File: src/rtl/srd_pkg.sv
package srd_pkg;
  typedef enum logic [1:0] {
    EV_NONE   = 2'd0,
    EV_REPEAT = 2'd1,
    EV_DROP   = 2'd2
  } win_event_e;
endpackage

File: src/rtl/srd_frame_clk_sync.sv
module srd_frame_clk_sync #(
  parameter int SYNC_STAGES = 2
) (
  input  logic clk_i,
  input  logic rst_ni,
  input  logic fclk_i,
  input  logic pol_i,
  output logic edge_o
);
  // pipe[SYNC_STAGES-1] is the synchronized level, pipe[SYNC_STAGES] is its previous value
  logic [SYNC_STAGES:0] pipe_q;

  always_ff @(posedge clk_i or negedge rst_ni) begin
    if (!rst_ni) pipe_q <= '0;
    else         pipe_q <= {pipe_q[SYNC_STAGES-1:0], fclk_i};
  end

  logic lvl_now, lvl_old;
  assign lvl_now = pipe_q[SYNC_STAGES-1];
  assign lvl_old = pipe_q[SYNC_STAGES];
  assign edge_o  = pol_i ? (lvl_old & ~lvl_now) : (~lvl_old & lvl_now);
endmodule

File: src/rtl/srd_check_timer.sv
module srd_check_timer #(
  parameter int CHECK_DLY = 4
) (
  input  logic clk_i,
  input  logic rst_ni,
  input  logic frame_start_i,
  output logic check_o,
  output logic armed_o
);
  localparam int DW = $clog2(CHECK_DLY + 1);

  logic [DW-1:0] dly_q;
  logic          armed_q;

  assign check_o = (dly_q == DW'(1));
  assign armed_o = armed_q;

  always_ff @(posedge clk_i or negedge rst_ni) begin
    if (!rst_ni) begin
      dly_q   <= '0;
      armed_q <= 1'b0;
    end else begin
      if (frame_start_i)      dly_q <= DW'(CHECK_DLY);
      else if (dly_q != '0)   dly_q <= dly_q - DW'(1);
      if (check_o)            armed_q <= 1'b1;
    end
  end

  p_arm_after_check_r9: assert property (@(posedge clk_i) disable iff (!rst_ni)
    check_o |=> armed_o);

  if (CHECK_DLY > 1) begin : g_gap
    p_no_check_after_start_r5: assert property (@(posedge clk_i) disable iff (!rst_ni)
      frame_start_i |=> !check_o);
  end
endmodule

File: src/rtl/srd_window_classifier.sv
module srd_window_classifier
  import srd_pkg::*;
#(
  parameter int EDGE_SAT = 2
) (
  input  logic       clk_i,
  input  logic       rst_ni,
  input  logic       edge_i,
  input  logic       check_i,
  input  logic       armed_i,
  output win_event_e evt_o,
  output logic       hold_o
);
  localparam int CW = $clog2(EDGE_SAT + 1);

  logic [CW-1:0] cnt_q;
  logic [CW:0]   sum;
  logic [CW-1:0] total;
  logic          hold_q;

  assign sum   = {1'b0, cnt_q} + {{CW{1'b0}}, edge_i};
  assign total = (sum > (CW+1)'(EDGE_SAT)) ? CW'(EDGE_SAT) : sum[CW-1:0];

  always_comb begin
    evt_o = EV_NONE;
    if (check_i && armed_i) begin
      if (total == '0)             evt_o = EV_DROP;
      else if (total >= CW'(2))    evt_o = EV_REPEAT;
    end
  end

  always_ff @(posedge clk_i or negedge rst_ni) begin
    if (!rst_ni) begin
      cnt_q  <= '0;
      hold_q <= 1'b0;
    end else if (check_i) begin
      cnt_q  <= '0;
      hold_q <= (evt_o == EV_REPEAT);
    end else begin
      cnt_q  <= total;
    end
  end

  assign hold_o = hold_q;

  p_unarmed_no_hold_r9: assert property (@(posedge clk_i) disable iff (!rst_ni)
    check_i && !armed_i |=> !hold_o);
  p_no_event_off_check_r5: assert property (@(posedge clk_i) disable iff (!rst_ni)
    !check_i |-> evt_o == EV_NONE);
endmodule

File: src/rtl/srd_sticky_flag.sv
module srd_sticky_flag (
  input  logic clk_i,
  input  logic rst_ni,
  input  logic set_i,
  input  logic clr_i,
  output logic flag_o
);
  always_ff @(posedge clk_i or negedge rst_ni) begin
    if (!rst_ni)    flag_o <= 1'b0;
    else if (set_i) flag_o <= 1'b1;  // new event beats a simultaneous clear
    else if (clr_i) flag_o <= 1'b0;
  end
endmodule

File: src/rtl/sample_slip_monitor.sv
module sample_slip_monitor
  import srd_pkg::*;
#(
  parameter int CHECK_DLY   = 4,
  parameter int SYNC_STAGES = 2,
  parameter int EDGE_SAT    = 2
) (
  input  logic clk_i,
  input  logic rst_ni,
  input  logic frame_start_i,
  input  logic frame_clk_i,
  input  logic edge_pol_i,
  input  logic rd_clr_i,
  output logic slip_flag_o,
  output logic hold_prev_o
);
  logic       rd_edge;
  logic       check;
  logic       armed;
  win_event_e evt;

  srd_frame_clk_sync #(.SYNC_STAGES(SYNC_STAGES)) u_sync (
    .clk_i (clk_i), .rst_ni(rst_ni), .fclk_i(frame_clk_i),
    .pol_i (edge_pol_i), .edge_o(rd_edge)
  );

  srd_check_timer #(.CHECK_DLY(CHECK_DLY)) u_timer (
    .clk_i (clk_i), .rst_ni(rst_ni), .frame_start_i(frame_start_i),
    .check_o(check), .armed_o(armed)
  );

  srd_window_classifier #(.EDGE_SAT(EDGE_SAT)) u_class (
    .clk_i (clk_i), .rst_ni(rst_ni), .edge_i(rd_edge),
    .check_i(check), .armed_i(armed), .evt_o(evt), .hold_o(hold_prev_o)
  );

  srd_sticky_flag u_flag (
    .clk_i (clk_i), .rst_ni(rst_ni), .set_i(evt != EV_NONE),
    .clr_i (rd_clr_i), .flag_o(slip_flag_o)
  );

  p_set_on_check_r5: assert property (@(posedge clk_i) disable iff (!rst_ni)
    $rose(slip_flag_o) |-> $past(check));
  p_hold_on_check_r3: assert property (@(posedge clk_i) disable iff (!rst_ni)
    !$stable(hold_prev_o) |-> $past(check));
  p_clear_r7: assert property (@(posedge clk_i) disable iff (!rst_ni)
    rd_clr_i && (evt == EV_NONE) |=> !slip_flag_o);
  p_event_wins_r8: assert property (@(posedge clk_i) disable iff (!rst_ni)
    (evt != EV_NONE) |=> slip_flag_o);
endmodule

File: config.mk
export PLATFORM = sky130hd
export DESIGN_NAME = sample_slip_monitor
export DESIGN_NICKNAME = d
export VERILOG_FILES = /design/src/rtl/srd_pkg.sv /design/src/rtl/srd_frame_clk_sync.sv /design/src/rtl/srd_check_timer.sv /design/src/rtl/srd_window_classifier.sv /design/src/rtl/srd_sticky_flag.sv /design/src/rtl/sample_slip_monitor.sv
export SDC_FILE = /design/constraint.sdc
export NUM_CORES = 1
export LEC_CHECK = 0
export BUFFER_PORTS_ARGS = -buffer_cell sky130_fd_sc_hd__buf_2
export CAP_MARGIN = 20
export CORE_AREA = 5 5 42 44
export DETAILED_ROUTE_END_ITERATION = 12
export DIE_AREA = 0 0 47 49
export RECOVER_POWER = 50
export SLEW_MARGIN = 10
export SYNTH_ARGS = -nofsm -noshare
export SYNTH_HDL_FRONTEND = slang
export SYNTH_SLANG_ARGS = --single-unit
export TNS_END_PERCENT = 50
File: constraint.sdc
create_clock -name clk_i -period 2.3 [get_ports clk_i]
set_input_delay 0.46 -clock clk_i [delete_from_list [all_inputs] [get_ports clk_i]]
set_output_delay 0.46 -clock clk_i [all_outputs]
set_load 0.02 [all_outputs]
After elaboration in Yosys (flattened, before gate mapping)
Index checks and enable logic that the tools add are counted.
- register bits after elaboration: 11
- input port bits: 6
- output and inout bits: 2
- logic and storage cells: 32
- add/sub/neg operators: 2
- $lt $le $gt $ge: 2
- equality and inequality tests: 2
- muxes and demuxes: 10
- bitwise logic cells: 4
- reductions and logical operators: 6
- operators by type and width (operator ; number):
    2-to-1 mux 2 bit ; 4
    2-to-1 mux 3 bit ; 2
    nonzero test 2 bit ; 3
    2-to-1 mux 1 bit ; 4
    adder 2 x 1 -> 3 bit ; 1
    equality test 3 x 1 -> 1 bit, second input constant ; 1
    > comparator 3 x 2 -> 1 bit, second input constant ; 1
    nonzero test 3 bit ; 1
    subtractor 3 x 1 -> 3 bit, second input constant ; 1
    bitwise AND 1 bit ; 2
    equality test 2 x 1 -> 1 bit, second input constant ; 1
    greater-or-equal comparator 2 bit, second input constant ; 1
    zero test 2 bit ; 1
    inverter 1 bit ; 2
    logical AND 1 bit ; 1

Longest topological paths before layout
- depth in word-level cells: 12
- gate-level depth with buffers: 8
- mapped depth without buffers: 8

Modules after synthesis
A second synthesis with hierarchy kept.
- cell total of the unflattened synthesis: 46
- area, all modules: 526.8 µm²
- by module, submodules not included (module ; instances ; cells an instance ; area an instance (µm²) ; seq. area each (µm²)):
    srd_check_timer ; 1 ; 20 ; 225.2 ; 100.1
    srd_window_classifier ; 1 ; 16 ; 161.4 ; 75.1
    srd_frame_clk_sync ; 1 ; 6 ; 97.6 ; 75.1
    srd_sticky_flag ; 1 ; 3 ; 36.3 ; 25.0
    sample_slip_monitor ; 1 ; 1 ; 6.3 ; 0.0

Least setup slack after synthesis
OpenSTA, ideal clock, no wires.
- path type: input to register
- start point: in edge_pol_i
- end point: reg u_flag.flag_o
- setup time: 122 ps
- arrival: 1449 ps
- data required time: 2178 ps
- path slack: 729 ps
- cell stages on the path: 8
- buffers on the path: 0
- cells stage by stage: nand2b_1 o21ai_0 ha_1 inv_1 ha_1 inv_1 o21ai_0 a32o_1
- longest elaborated chain between the ends: 10
- elaborated cells on any way between the ends: 12
- those cells by class: add/sub: 1; order compare: 2; mux: 6; reduce/logical: 3
- RTL lines (element ; RTL line ; RTL):
    start, declared ; sample_slip_monitor.sv:12 ; input logic edge_pol_i,
    2-to-1 mux 1 bit * ; srd_frame_clk_sync.sv:21 ; assign edge_o = pol_i ? (lvl_old & ~lvl_now) : (~lvl_old & lvl_now);
    adder 2 x 1 -> 3 bit * ; srd_window_classifier.sv:21 ; assign sum = {1'b0, cnt_q} + {{CW{1'b0}}, edge_i};
    > comparator 3 x 2 -> 1 bit ; srd_window_classifier.sv:22 ; assign total = (sum > (CW+1)'(EDGE_SAT)) ? CW'(EDGE_SAT) : sum[CW-1:0];
    2-to-1 mux 2 bit * ; srd_window_classifier.sv:22 ;
    greater-or-equal comparator 2 bit ; srd_window_classifier.sv:28 ; else if (total >= CW'(2)) evt_o = EV_REPEAT;
    2-to-1 mux 1 bit ; srd_window_classifier.sv:28 ;
    2-to-1 mux 2 bit * ; srd_window_classifier.sv:27 ; if (total == '0) evt_o = EV_DROP;
    2-to-1 mux 2 bit * ; srd_window_classifier.sv:26 ; if (check_i && armed_i) begin
    nonzero test 2 bit * ; sample_slip_monitor.sv:38 ; .clk_i (clk_i), .rst_ni(rst_ni), .set_i(evt != EV_NONE),
    2-to-1 mux 1 bit or nonzero test 2 bit (tied branches) ; -- ;
    end signal, assigned ; srd_sticky_flag.sv:9 ; if (!rst_ni) flag_o <= 1'b0;
    end signal, assigned ; srd_sticky_flag.sv:10 ; else if (set_i) flag_o <= 1'b1;
    end signal, assigned ; srd_sticky_flag.sv:11 ; else if (clr_i) flag_o <= 1'b0;
    end, declared ; srd_sticky_flag.sv:6 ; output logic flag_o
Mark *: on every way between the ends. The rest lies on a longest branch, timed or not.
A chain may end at the register's enable or synchronous reset.

Worst setup path in the final report
- start point: reg u_sync.pipe_q[1]
- end point: reg u_flag.flag_o
- longest elaborated chain between the ends: 12
- elaborated cells on any way between the ends: 15
- those cells by class: add/sub: 1; order compare: 2; mux: 6; bitwise: 3; reduce/logical: 3
- RTL lines (element ; RTL line ; RTL):
    start, declared ; srd_frame_clk_sync.sv:11 ; logic [SYNC_STAGES:0] pipe_q;
    start signal, assigned ; srd_frame_clk_sync.sv:15 ; else pipe_q <= {pipe_q[SYNC_STAGES-1:0], fclk_i};
    inverter 1 bit ; srd_frame_clk_sync.sv:21 ;
    bitwise AND 1 bit ; srd_frame_clk_sync.sv:21 ;
    2-to-1 mux 1 bit * ; srd_frame_clk_sync.sv:21 ;
    adder 2 x 1 -> 3 bit * ; srd_window_classifier.sv:21 ;
    > comparator 3 x 2 -> 1 bit ; srd_window_classifier.sv:22 ;
    2-to-1 mux 2 bit * ; srd_window_classifier.sv:22 ;
    greater-or-equal comparator 2 bit ; srd_window_classifier.sv:28 ;
    2-to-1 mux 1 bit ; srd_window_classifier.sv:28 ;
    2-to-1 mux 2 bit * ; srd_window_classifier.sv:27 ;
    2-to-1 mux 2 bit * ; srd_window_classifier.sv:26 ;
    nonzero test 2 bit * ; sample_slip_monitor.sv:38 ;
    2-to-1 mux 1 bit or nonzero test 2 bit (tied branches) ; -- ;
Marks and branches as above.

==> impl_results.md <==
- VDD IR-drop max: approximately 0.55 mV
- # IOs: 8
- Root Driver: clkbuf_4
- Global route overflow: 0
- Post-CTS Setup Bufs: 0
- Sequential fraction of the synthesis area: 0.539
- Crit-path cells: nand3b_1 -> o21ai_0 -> ha_1 -> inv_1 -> ha_1 -> inv_1 -> o21ai_0 -> a32o_1
- Critical Path Start: u_sync.pipe_q[1]
- CTS Hold Bufs: 0
- Post-route setup TNS: 0 ns
- Launching point of the worst reg2reg path: u_sync.pipe_q[1]
- Vias: 332
- Yosys cell types: 16
- Cell taking the most area after synthesis: dfrtp_1
- # nets final: 69
- DR WL/cell: 11.5 um
- Routed Antenna Nets: 0
- H-tree levels: 1
- Layout cells sized above 1: 0.196
- Worst R2R End: u_flag.flag_o
- Initial antenna violation count: 0
- Largest net degree at the start of global routing: 12
- Via/cell ratio: around 4.6
- Die span in y: 49 um
- Slowest CP cell: dfrtp_1
- CTS tree: done
- Global Route Usage Sum: 0.0883
- Mean post-synth cell area: 11.3 um^2
- Clk sinks: 11
- Synth top area share: 0.539
- Clock transition at path regs: ~0.070 ns
- Layout Area Growth over Synthesis: 15.7%
- Hold Crit Class: in2async
- Post-synthesis register bit count: 11
- CTS max path bufs: 2
- Largest stage delay, worst path: a little under 0.4 ns
- Cell row count: 14
- Final Instance Area: 591 um^2
- Worst endpoint required time: around 2.5 ns
- Setup slack, reg-to-reg: 0.74 ns
- Worst-skew pair later-pin latency: 0.26 ns
- Fill count: 154
- Placer Congestion: slightly above 0.7
- Ys Warns: 0
- Die area: 2300 um^2
- Final Hold Viols: 0
- Post-Syn Instances: 45
- Number of port buffers: 7
- Starting Density: 0.364
- Critical path type: reg2reg
- DRC: 0
- Pwr dens: 1170 nW/um^2
- CP arrival: 1.71 ns
- Tot Pwr: 0.000692 W
- Antenna Cells: 0
- Post-CTS sizing: 0
- Slew Viols, Final: 0
- Crit-path max FO: 3
- # Max-Cap Violations: 0
- First-pass GRT wire length: 1470 um
- Final Skew: 0.00200 ns
- Reg2Reg Depth: 8
- Iter 0 DRT Violations: 2
- Final setup violation count: 0
- Fin crit share: 0.677
- Core ar.: 1400 um^2
- Die W: 47 um
- Setup crit end kind: flip-flop
- Final WL: 828 um
- First-pass iteration count of the detailed router: 4
- Crit path launch type: flip-flop
- TritonCTS Buffers: 3
- Multi-input combinational cell area: 209 um^2
- Net Count, Synth: 57
- CP endpoint: u_flag.flag_o
- Area contributors post-synth: dfrtp_1, ha_1, inv_1
- Fmax: 642 MHz
- Vias in the first global route: 348
- Slew headroom: 0.618
- RSZ-0062 raised after global routing: false
- Post-DP HPWL: 667 um
- Worst Tran Pin Value: around 0.57 ns
- Placed inst area: 566 um^2
- Lkg Pwr: 0.297 nW
- FF+latch area: 275 um^2
- Outcome: completed
- Post-layout min period: 1.56 ns
- Post-Syn Area: 510 um^2
[critical path, delay by kind of cell (launching register included)]
kind / cells / cell delay, ns
buffers and inverters: 2 / 0.11
adders and majority gates: 2 / 0.38
and+or+nand+nor: 1 / 0.15
DFF: 1 / 0.39
AOI/OAI and AO/OA: 3 / 0.42
[worst min path at each step]
stage	start	endpoint	slack (ns)	cells after the start
2_1_floorplan	rst_ni	u_class.cnt_q[0]	0.16	0
3_3_place_gp	u_sync.pipe_q[0]	u_sync.pipe_q[1]	0.33	0
5_1_grt	rst_ni	u_timer.dly_q[2]	0.20	1
3_5_place_dp	rst_ni	u_flag.flag_o	0.34	1
6_report	rst_ni	u_class.hold_o	0.16	1
4_1_cts	rst_ni	u_class.hold_o	0.05	1
[area by class of cell]
cell class / instances / share of cell area
inverters: 7 / 0.0445
well taps: 16 / 0.0339
clock buffers: 4 / 0.0445
flip-flops and latches: 11 / 0.466
repair buffers: 7 / 0.0572
multi-input cells: 27 / 0.354
[cells by family after synthesis]
logic type,Yosys count,synth area share
AND/OR/NAND/NOR,13,0.147
flip-flops,11,0.539
AO/OA/AOI/OAI,7,0.0980
buffers and inverters,7,0.0515
adder cells (fa/ha/maj),6,0.147
XOR/XNOR,1,0.0172
[metal layers]
metal	vias up	routed length [um]	global-route usage	share of wire
met1	157	334	0.109	0.40
met4	0	0	0	0
li1	167	-	-	-
met3	0	64	0.0554	0.077
met2	8	429	0.138	0.52
met5	-	0	0	0
[report_power, final]
part | internal [W] | switching [W]
combinational | 0.000119 | 0.000144
clock | 0.0000670 | 0.0000604
sequential | 0.000260 | 0.0000419
total | 0.000446 | 0.000246
[stage by stage]
step	util	instances	hold slack, ns	setup slack (ns)
floorplan	-	45	0.164	0.729
global placement	0.404	68	0.334	0.551
detailed placement	0.404	68	0.340	0.499
CTS	0.422	72	0.0491	0.726
global route	0.421	72	0.201	0.620
finish	0.421	72	0.160	0.743
[cell usage after synthesis]
master / count
a21oi_1: 1
nand2b_4: 1
xnor2_1: 1
nand2b_1: 3
inv_1: 7
o31ai_1: 1
nand2_1: 2
nor2_1: 4
ha_1: 6
o21ai_0: 3
nand3b_1: 1
and3_1: 1
nor2b_1: 1
a211oi_2: 1
a32o_1: 1
dfrtp_1: 11
[cells in the final DEF (no fill, tap or decap), drive strengths merged, types with 2 or more instances in the layout]
cell type   n
buf         6
clkbuf      5
dfrtp      11
ha          6
inv         7
nand2       2
nand2b      4
nor2        4
o21ai       3
[state kept, by name, indices dropped and copies added (netlist names)]
register / cells
u_timer.armed_o: 1
u_sync.pipe_q: 3
u_class.cnt_q: 2
u_flag.flag_o: 1
u_timer.dly_q: 3
u_class.hold_o: 1
(Power assumes the default switching activity.)
